**src/rtl/smbn_pkg.sv**
```systemverilog
package smbn_pkg;

    localparam int BYTE_BITS = 8;
    localparam int DEV_BITS  = 7;
    localparam int WORD_BITS = 16;

    typedef enum logic [2:0] {
        ST_IDLE,
        ST_SHIFT,
        ST_ACK,
        ST_HOLD,
        ST_SKIP
    } rx_state_t;

    typedef struct packed {
        logic [DEV_BITS-1:0]  dev;
        logic [WORD_BITS-1:0] status;
    } notice_t;

endpackage

```
**src/rtl/smbn_line_sampler.sv**
```systemverilog
module smbn_line_sampler #(
    parameter int SYNC_STAGES = 2
) (
    input  logic clk,
    input  logic rst_n,
    input  logic scl_in,
    input  logic sda_in,
    output logic scl_lvl,
    output logic sda_lvl,
    output logic ev_start,
    output logic ev_stop,
    output logic ev_rise,
    output logic ev_fall
);

    logic [SYNC_STAGES-1:0] scl_pipe;
    logic [SYNC_STAGES-1:0] sda_pipe;
    logic                   scl_prev;
    logic                   sda_prev;

    generate
        if (SYNC_STAGES == 1) begin : g_single
            always_ff @(posedge clk or negedge rst_n) begin
                if (!rst_n) begin
                    scl_pipe <= '1;
                    sda_pipe <= '1;
                end else begin
                    scl_pipe <= scl_in;
                    sda_pipe <= sda_in;
                end
            end
        end else begin : g_chain
            always_ff @(posedge clk or negedge rst_n) begin
                if (!rst_n) begin
                    scl_pipe <= '1;
                    sda_pipe <= '1;
                end else begin
                    scl_pipe <= {scl_pipe[SYNC_STAGES-2:0], scl_in};
                    sda_pipe <= {sda_pipe[SYNC_STAGES-2:0], sda_in};
                end
            end
        end
    endgenerate

    assign scl_lvl = scl_pipe[SYNC_STAGES-1];
    assign sda_lvl = sda_pipe[SYNC_STAGES-1];

    always_ff @(posedge clk or negedge rst_n) begin
        if (!rst_n) begin
            scl_prev <= 1'b1;
            sda_prev <= 1'b1;
        end else begin
            scl_prev <= scl_lvl;
            sda_prev <= sda_lvl;
        end
    end

    always_comb begin
        ev_rise  = scl_lvl & ~scl_prev;
        ev_fall  = ~scl_lvl & scl_prev;
        ev_start = scl_lvl & scl_prev & sda_prev & ~sda_lvl;
        ev_stop  = scl_lvl & scl_prev & ~sda_prev & sda_lvl;
    end

endmodule

```
**src/rtl/smbn_frame_fsm.sv**
```systemverilog
module smbn_frame_fsm
    import smbn_pkg::*;
#(
    parameter logic [6:0] HOST_ADDR = 7'h08
) (
    input  logic    clk,
    input  logic    rst_n,
    input  logic    scl_lvl,
    input  logic    sda_lvl,
    input  logic    ev_start,
    input  logic    ev_stop,
    input  logic    ev_rise,
    input  logic    ev_fall,
    output logic    sda_pull,
    output logic    post,
    output notice_t notice
);

    localparam int          CNT_W    = $clog2(BYTE_BITS + 1);
    localparam int          LAST_IDX = 3;
    localparam logic [7:0]  MATCH    = {HOST_ADDR, 1'b0};

    rx_state_t               state, state_nx;
    logic [CNT_W-1:0]        bit_cnt;
    logic [BYTE_BITS-1:0]    shreg;
    logic [1:0]              byte_idx;
    logic [DEV_BITS-1:0]     dev_q;
    logic [BYTE_BITS-1:0]    lo_q;
    logic [BYTE_BITS-1:0]    hi_q;
    logic                    byte_done;

    assign byte_done = (bit_cnt == CNT_W'(BYTE_BITS)) && ev_fall;

    // next-state logic
    always_comb begin
        state_nx = state;
        if (ev_start) begin
            state_nx = ST_SHIFT;
        end else if (ev_stop) begin
            state_nx = ST_IDLE;
        end else begin
            unique case (state)
                ST_IDLE:  state_nx = ST_IDLE;
                ST_SHIFT: begin
                    if (byte_done) begin
                        if (byte_idx == 2'd0 && shreg != MATCH)
                            state_nx = ST_SKIP;
                        else
                            state_nx = ST_ACK;
                    end
                end
                ST_ACK: begin
                    if (ev_fall)
                        state_nx = (byte_idx == 2'(LAST_IDX)) ? ST_HOLD : ST_SHIFT;
                end
                ST_HOLD: begin
                    if (ev_fall)
                        state_nx = ST_SKIP;
                end
                ST_SKIP:  state_nx = ST_SKIP;
                default:  state_nx = ST_IDLE;
            endcase
        end
    end

    // state register and datapath
    always_ff @(posedge clk or negedge rst_n) begin
        if (!rst_n) begin
            state    <= ST_IDLE;
            bit_cnt  <= '0;
            shreg    <= '0;
            byte_idx <= '0;
            dev_q    <= '0;
            lo_q     <= '0;
            hi_q     <= '0;
        end else begin
            state <= state_nx;
            if (ev_start) begin
                bit_cnt  <= '0;
                byte_idx <= '0;
            end else if (state == ST_SHIFT) begin
                if (ev_rise && bit_cnt != CNT_W'(BYTE_BITS)) begin
                    shreg   <= {shreg[BYTE_BITS-2:0], sda_lvl};
                    bit_cnt <= bit_cnt + 1'b1;
                end
                if (byte_done && state_nx == ST_ACK) begin
                    unique case (byte_idx)
                        2'd1:    dev_q <= shreg[7:1];
                        2'd2:    lo_q  <= shreg;
                        2'd3:    hi_q  <= shreg;
                        default: ;
                    endcase
                end
            end else if (state == ST_ACK && ev_fall) begin
                bit_cnt <= '0;
                if (byte_idx != 2'(LAST_IDX))
                    byte_idx <= byte_idx + 1'b1;
            end
        end
    end

    // outputs
    always_ff @(posedge clk or negedge rst_n) begin
        if (!rst_n) begin
            post   <= 1'b0;
            notice <= '0;
        end else begin
            post   <= (state == ST_HOLD) && ev_stop && !ev_start;
            notice <= '{dev: dev_q, status: {hi_q, lo_q}};
        end
    end

    assign sda_pull = (state == ST_ACK);

    // the acknowledge begins only while the clock line is low
    a_r2_ack_on_low_clock: assert property (@(posedge clk) disable iff (!rst_n)
        $rose(sda_pull) |-> !scl_lvl);

    // a post only follows a STOP event
    a_r5_post_after_stop: assert property (@(posedge clk) disable iff (!rst_n)
        post |-> $past(ev_stop));

endmodule

```
**src/rtl/smbn_notice_slot.sv**
```systemverilog
module smbn_notice_slot
    import smbn_pkg::*;
(
    input  logic    clk,
    input  logic    rst_n,
    input  logic    post,
    input  notice_t notice_in,
    input  logic    ready,
    output logic    valid,
    output notice_t notice_out,
    output logic    ovf
);

    always_ff @(posedge clk or negedge rst_n) begin
        if (!rst_n) begin
            valid      <= 1'b0;
            ovf        <= 1'b0;
            notice_out <= '0;
        end else begin
            if (valid && ready) begin
                valid <= 1'b0;
                ovf   <= 1'b0;
            end
            if (post) begin
                if (!valid || ready) begin
                    valid      <= 1'b1;
                    notice_out <= notice_in;
                end else begin
                    ovf <= 1'b1;
                end
            end
        end
    end

    a_r8_hold_until_ready: assert property (@(posedge clk) disable iff (!rst_n)
        valid && !ready |=> valid && $stable(notice_out));

    a_r8_clear_on_take: assert property (@(posedge clk) disable iff (!rst_n)
        valid && ready && !post |=> !valid);

    a_r9_overflow_with_valid: assert property (@(posedge clk) disable iff (!rst_n)
        $rose(ovf) |-> $past(valid) && valid);

    a_r9_keep_slot: assert property (@(posedge clk) disable iff (!rst_n)
        $rose(ovf) |-> $stable(notice_out));

endmodule

```
**src/rtl/smb_notify_rx.sv**
```systemverilog
module smb_notify_rx
    import smbn_pkg::*;
#(
    parameter logic [6:0] HOST_ADDR   = 7'h08,
    parameter int         SYNC_STAGES = 2
) (
    input  logic        clk,
    input  logic        rst_n,
    input  logic        scl_in,
    input  logic        sda_in,
    output logic        sda_pull,
    output logic        note_valid,
    input  logic        note_ready,
    output logic [6:0]  note_dev,
    output logic [15:0] note_status,
    output logic        note_overflow
);

    logic    scl_lvl, sda_lvl;
    logic    ev_start, ev_stop, ev_rise, ev_fall;
    logic    post;
    notice_t fresh, held;

    smbn_line_sampler #(.SYNC_STAGES(SYNC_STAGES)) u_sampler (
        .clk      (clk),
        .rst_n    (rst_n),
        .scl_in   (scl_in),
        .sda_in   (sda_in),
        .scl_lvl  (scl_lvl),
        .sda_lvl  (sda_lvl),
        .ev_start (ev_start),
        .ev_stop  (ev_stop),
        .ev_rise  (ev_rise),
        .ev_fall  (ev_fall)
    );

    smbn_frame_fsm #(.HOST_ADDR(HOST_ADDR)) u_fsm (
        .clk      (clk),
        .rst_n    (rst_n),
        .scl_lvl  (scl_lvl),
        .sda_lvl  (sda_lvl),
        .ev_start (ev_start),
        .ev_stop  (ev_stop),
        .ev_rise  (ev_rise),
        .ev_fall  (ev_fall),
        .sda_pull (sda_pull),
        .post     (post),
        .notice   (fresh)
    );

    smbn_notice_slot u_slot (
        .clk        (clk),
        .rst_n      (rst_n),
        .post       (post),
        .notice_in  (fresh),
        .ready      (note_ready),
        .valid      (note_valid),
        .notice_out (held),
        .ovf        (note_overflow)
    );

    assign note_dev    = held.dev;
    assign note_status = held.status;

endmodule

```
**config.mk**
```make
export PLATFORM = sky130hd
export DESIGN_NAME = smb_notify_rx
export DESIGN_NICKNAME = d
export VERILOG_FILES = /design/src/rtl/smbn_pkg.sv /design/src/rtl/smbn_line_sampler.sv /design/src/rtl/smbn_frame_fsm.sv /design/src/rtl/smbn_notice_slot.sv /design/src/rtl/smb_notify_rx.sv
export SDC_FILE = /design/constraint.sdc
export NUM_CORES = 1
export LEC_CHECK = 0
export BUFFER_PORTS_ARGS = -buffer_cell sky130_fd_sc_hd__buf_2
export CAP_MARGIN = 15
export CORE_ASPECT_RATIO = 1.25
export CORE_MARGIN = 2
export CORE_UTILIZATION = 40
export CTS_CLUSTER_SIZE = 40
export DETAILED_ROUTE_END_ITERATION = 8
export GPL_TIMING_DRIVEN = 0
export MAX_ROUTING_LAYER = met4
export SLEW_MARGIN = 5
export SYNTH_ARGS = -nofsm -noshare
export SYNTH_HDL_FRONTEND = slang
export SYNTH_SLANG_ARGS = --single-unit
```
**constraint.sdc**
```tcl
create_clock -name clk -period 1.8 [get_ports clk]
set_input_delay 0.27 -clock clk [delete_from_list [all_inputs] [get_ports clk]]
set_output_delay 0.27 -clock clk [all_outputs]
set_load 0.01 [all_outputs]
```
==> impl_metrics.json, run 1 <==
{
  "cts_root_buffer": "clkbuf_8",
  "p_leak_nw": 2.19,
  "setup_violations": 27,
  "dpl.hpwl_um": 3500,
  "core_area_um2": 8700,
  "drt_wl_total_um": 5180,
  "ys.flop_type": "dfrtp_1",
  "maxCapViolations": 0,
  "area_growth_pct": 17.7,
  "violations": "setup timing",
  "crit_required_ns": 2.04,
  "grt_pass1_wl_um": 9060,
  "rsz0062_at_grt": "yes",
  "grt_start_max_net_pins": 54,
  "postPlaceCellArea_um2": 3910,
  "path_max_fanout": 8,
  "drtIter0Drc": 43,
  "fp.dieH_um": 110,
  "worstMarginPinSlew_ns": 0.654,
  "rows": 38,
  "cts_buffers": 9,
  "synth_edf_count": 0,
  "syn-num-nets": 229,
  "synth_area_per_cell_um2": 16.4,
  "post-route-cell-area_um2": 4220,
  "final_common_cell": "dfrtp_1",
  "antenna_found_initial": 0,
  "initial_core_util_pct": 41.2,
  "synth.area.mux_share_pct": 20.2,
  "vdd_drop_max_v": 0.000379,
  "maxSlewHeadroom_pct": 56.4,
  "clock-sinks": 95,
  "die_w_um": 88.7,
  "fin_skew_ns": 0.00640,
  "grt_pass1_vias": 1872,
  "yosys_warnings": 0,
  "synth_fa_ha_area_share_pct": 2.09,
  "ctsHtreeMaxLevel": 3,
  "clkTransAtPathRegs_ns": 0.08,
  "yosysSeqAreaShare_pct": 66.5,
  "placedCellCount": 369,
  "finalHoldViolations": 0,
  "power_mw": 4.19,
  "start_kind": "flop",
  "nNetsFinal": 283,
  "synth_seq_cells": 95,
  "num_io_pins": 31,
  "synth_top_family_by_area": "multiplexers",
  "power.density_nw_per_um2": 992,
  "setup_ws_ns": -0.137,
  "antenna_cells": 0,
  "drive_gt1_share_pct": 46.6,
  "end_kind": "flop",
  "hold_ws_ns": 0.100,
  "grt_usage_pct": 13.0,
  "drc": 0,
  "ys_async_sr_fraction_pct": 100,
  "synthCells": 218,
  "vias_per_cell": 4.57,
  "place_congestion": 0.727,
  "slew_viol_final": 0,
  "gr-total-overflow": 0,
  "fin_crit_ns": 1.94,
  "cts_max_path_buffers": 2,
  "dieArea_um2": 9740,
  "cp.arrival_ns": 2.17,
  "firstDrtPassIters": 4,
  "synth-simple-area-share_pct": 7.57,
  "crit_type": "flop to flop",
  "final_util_pct": 48.5,
  "timing.fmax_mhz": 516,
  "cts_tree": "built",
  "io_buffers": 30,
  "setup_tns_ns": -2.82,
  "synth_xor_area_share_pct": 0.488,
  "synth_compound_area_share_pct": 2.16,
  "wire_per_inst_um": 13.1,
  "pre_cts_slack_ns": -0.317,
  "hold_class": "input port to flop",
  "fin_crit_sh_pct": 108,
  "drtAntennaViolNets": 0,
  "stdcell_count": 397,
  "clk_latency_ns": 0.35,
  "layout_common_cells": "86 x dfrtp_1, 31 x mux2_2, 30 x buf_2, 23 x mux2_4",
  "synth_cell_types": 30,
  "status": "finished, violations left",
  "vias": 1813,
  "synth.cell_area_um2": 3590
}
## layer usage
| layer | share of wire, % | track usage (%) |
|---|---|---|
| met1 | 45 | 16.3 |
| met2 | 50 | 19.3 |
| met3 | 3.4 | 4.05 |
| met4 | 1.6 | 5.84 |
| met5 | 0 | - |
## kinds of logic (layout without fill, tap and decap cells)
family | count (synthesis) | in the layout
XOR/XNOR | 2 | 2
AND/OR/NAND/NOR | 37 | 37
AO/OA/AOI/OAI | 12 | 12
multiplexers | 57 | 57
adder cells (fa/ha/maj) | 6 | 6
buffers and inverters | 9 | 68
flip-flops | 95 | 95
## power by group
| group | total (mW) | internal (mW) | switching, mW |
|---|---|---|---|
| clock network | 1.34 | 0.680 | 0.663 |
| logic | 0.481 | 0.252 | 0.229 |
| registers | 2.36 | 2.26 | 0.103 |
| total | 4.19 | 3.19 | 0.994 |
## worst paths after layout
| path | startpoint | endpoint | slack (ns) | cells after the start |
|---|---|---|---|---|
| hold / removal | note_ready | u_slot.ovf | 0.10 | 2 |
| setup / recovery | u_fsm.shreg[1] | u_fsm.lo_q[7] | -0.14 | 4 |
| min in group asynchronous | rst_n | u_fsm.state[0] | 0.50 | 2 |
| hold reg to reg | u_sampler.sda_pipe[0] | u_sampler.sda_pipe[1] | 0.36 | 0 |
| setup reg to reg | u_fsm.shreg[1] | u_fsm.lo_q[7] | -0.14 | 4 |
| max in group asynchronous | rst_n | u_sampler.scl_prev | 0.62 | 3 |
## synthesized netlist by cell type (2+ instances only)
cell type | count | area, um^2
nand2b_1 | 4 | 25.0
dfstp_2 | 6 | 158
nand3_4 | 3 | 52.6
nor2b_1 | 4 | 25.0
nand2_1 | 9 | 33.8
ha_1 | 6 | 75.1
buf_1 | 2 | 7.51
nor3b_1 | 3 | 22.5
mux2_2 | 31 | 349
xnor2_1 | 2 | 17.5
o21ai_0 | 3 | 15.0
dfrtp_1 | 89 | 2230
inv_1 | 5 | 18.8
nand3b_1 | 2 | 15.0
mux2i_1 | 3 | 30.0
a21oi_1 | 6 | 30.0
nor2_1 | 5 | 18.8
mux2_4 | 23 | 345
## worst max-delay path, stage by stage (launching register included)
cell     delay, ns
dfrtp_1       0.38
or4_4         0.55
o21ai_4       0.29
nand3_4       0.24
mux2_4        0.35
## sequential cells by signal, indices dropped and copies added (netlist names)
| register | flops |
|---|---|
| u_fsm.bit_cnt | 4 |
| u_fsm.byte_idx | 2 |
| u_fsm.dev_q | 7 |
| u_fsm.hi_q | 8 |
| u_fsm.lo_q | 8 |
| u_fsm.notice | 23 |
| u_fsm.post | 1 |
| u_fsm.shreg | 8 |
| u_fsm.state | 3 |
| u_sampler.scl_pipe | 2 |
| u_sampler.scl_prev | 1 |
| u_sampler.sda_pipe | 2 |
| u_sampler.sda_prev | 1 |
| u_slot.notice_out | 23 |
| u_slot.ovf | 1 |
| u_slot.valid | 1 |
## area by class of cell
cell class | count | area (um^2)
Fill cell | 767 | 4480
Sequential cell | 95 | 2390
Multi-Input combinational cell | 114 | 1180
Timing Repair Buffer | 44 | 282
Tap cell | 120 | 150
Clock buffer | 13 | 149
Clock inverter | 3 | 42.5
Inverter | 5 | 18.8
Buffer | 3 | 13.8
## repair_timing
action                                  4_1_cts  5_1_grt
pin swaps                                     4        1
endpoints found under the setup margin       31       42
hold buffers                                  3        0
resized for setup                             6        2
hold endpoints to repair                     51        0
setup buffers                                 9        1
(Power assumes the default switching activity.)
==> run 2: changes to the inputs <==
- BUFFER_PORTS_ARGS: -buffer_cell sky130_fd_sc_hd__buf_2 -> unset
- DONT_BUFFER_PORTS: unset -> 1
==> run 2 against run 1 <==
  * The flow finishes with violations (hold timing, setup timing)
  * Combinational power increased by 2%
  * Count of clock-buffer cells in the layout decreased by 1
  * Non-clock buffer count decreased by 26
  * Sequential share of layout area increased by 2.0 points
  * Total power decreased by 2.1%
  * Final area decreased by 3.3%
  * Sequential cell count unchanged
  * Worst hold slack got worse by 0.50 ns
  * Routed wire length increased by 1.5%
  * Die area unchanged
  * Highest routed layer unchanged
==> impl_metrics.json, run 2 (synthesis gave the netlist of run 1 again) <==
{
  "drc": 0,
  "gr-total-overflow": 0,
  "drtIter0Drc": 68,
  "vias": 1728,
  "wl_met3_um": 192,
  "clkTransAtPathRegs_ns": 0.08,
  "crit_required_ns": 2.04,
  "die_w_um": 88.7,
  "n_fill_cell": 767,
  "firstDrtPassIters": 3,
  "power.density_nw_per_um2": 1000,
  "violations": "hold timing, setup timing",
  "hold_ws_ns": -0.400,
  "hold_class": "input port to async pin",
  "grt_start_max_net_pins": 96,
  "ctsHtreeMaxLevel": 3,
  "top_regs": "u_fsm.notice x23, u_slot.notice_out x23",
  "path_delay_family": "simple AND/OR/NAND/NOR gates",
  "cts_buffers": 9,
  "fp.dieH_um": 110,
  "maxCapViolations": 0,
  "nNetsFinal": 257,
  "clock-sinks": 95,
  "fin_skew_ns": 0.00856,
  "dr.max_layer_used": "met4",
  "area_growth_pct": 13.8,
  "core_area_um2": 8700,
  "cts_max_path_buffers": 2,
  "critPathLaunch": "u_fsm.shreg[5]",
  "crit_type": "flop to flop",
  "initial_core_util_pct": 41.2,
  "grt_pass1_vias": 1760,
  "regToRegStartpoint": "u_fsm.shreg[5]",
  "crit_slowest_cell": "or4b_4",
  "clk_latency_ns": 0.36,
  "max_stage_delay_ns": 0.55,
  "regArea_um2": 2390,
  "setup_violations": 23,
  "wl_met2_um": 2520,
  "slew_viol_final": 0,
  "fin_crit_ns": 1.92,
  "num_io_pins": 31,
  "vias_per_cell": 4.66,
  "cts_tree": "built",
  "crit_cells": 4,
  "status": "finished, violations left",
  "vdd_drop_max_v": 0.000358,
  "layout_common_cells": "85 x dfrtp_1, 31 x mux2_2, 23 x mux2_4, 14 x buf_4, 11 x clkbuf_8",
  "grt_usage_pct": 13.0,
  "setup_ws_ns": -0.118,
  "place_congestion": 0.740,
  "fin_crit_sh_pct": 107,
  "multi_input_area_um2": 1180,
  "antenna_found_initial": 0,
  "cts_hold_buf": 3,
  "path_max_fanout": 8,
  "cp.arrival_ns": 2.16,
  "start_kind": "flop",
  "timing.fmax_mhz": 521,
  "rsz0062_at_grt": "yes",
  "antenna_cells": 0,
  "rows": 38,
  "reg2regPathDepth": 4,
  "dpl.hpwl_um": 3250,
  "worstMarginPinSlew_ns": 0.454,
  "maxSlewHeadroom_pct": 69.7,
  "pre_cts_slack_ns": -0.303,
  "final_common_cell": "dfrtp_1",
  "grt_pass1_wl_um": 9080,
  "finalHoldViolations": 95,
  "cts_root_buffer": "clkbuf_8",
  "drive_gt1_share_pct": 43.0,
  "wl_met1_um": 2440,
  "dieArea_um2": 9740,
  "io_buffers": 0,
  "cp_cell_sequence": "or4b_4 > o21ai_4 > nand3_4 > mux2_4",
  "drt_wl_total_um": 5260,
  "end_kind": "flop",
  "p_leak_nw": 2.05,
  "drtAntennaViolNets": 0,
  "path_buf_inv": 0,
  "wire_per_inst_um": 14.2
}
run 2: cell types whose count changed in the layout (fill, tap and decap cells not counted), moves of 2 or more:
cell,before,now
buf_2,30,1
clkinv_2,1,4
buf_4,10,14
clkbuf_1,3,1
run 2: layer usage:
| layer | GRT usage, % | up-vias |
|---|---|---|
| li1 | - | 810 |
| met4 | 6.49 | 0 |
| met3 | 4.28 | 6 |
| met2 | 18.0 | 26 |
| met1 | 16.9 | 886 |
| met5 | - | - |
run 2: cell type report:
class / count / share of cell area, %
Buffer: 3 / 0.521
Clock buffer: 12 / 3.80
Clock inverter: 4 / 0.490
Inverter: 5 / 0.460
Multi-Input combinational cell: 114 / 28.9
Sequential cell: 95 / 58.6
Tap cell: 120 / 3.68
Timing Repair Buffer: 18 / 3.59
run 2: through the flow:
step | cells | instance area [um^2] | setup TNS [ns] | total power, mW | utilization (%)
after floorplan | 218 | 3590 | -1.46 | 2.63 | -
after global placement | 338 | 3740 | -6.97 | 2.71 | 42.9
after detailed placement | 338 | 3740 | -8.06 | 2.72 | 42.9
after CTS | 367 | 4040 | -2.66 | 4.11 | 46.5
after global routing | 371 | 4080 | -3.88 | 4.33 | 46.9
final | 371 | 4080 | -2.29 | 4.10 | 46.9
run 2: timing repair:
action | in CTS | in global routing
endpoints found under the hold margin | 98 | 95
resized for setup | 11 | 3
pin swaps | 4 | 2
buffers inserted | 11 | 4
endpoints found under the setup margin | 43 | 39
run 2: final timing paths:
path / to / slack, ns
worst min register to register: u_sampler.sda_pipe[1] / 0.36
max in group asynchronous: u_sampler.sda_prev / 1.95
worst min-delay path: u_slot.ovf / -0.40
min in group clk: u_slot.valid / 0.11
worst max register to register: u_fsm.hi_q[7] / -0.12
worst max-delay path: u_fsm.hi_q[7] / -0.12
run 2: where the power goes:
| part | internal, mW | switching (mW) |
|---|---|---|
| combinational | 0.287 | 0.204 |
| clock | 0.569 | 0.682 |
| sequential | 2.26 | 0.0974 |
| total | 3.12 | 0.983 |
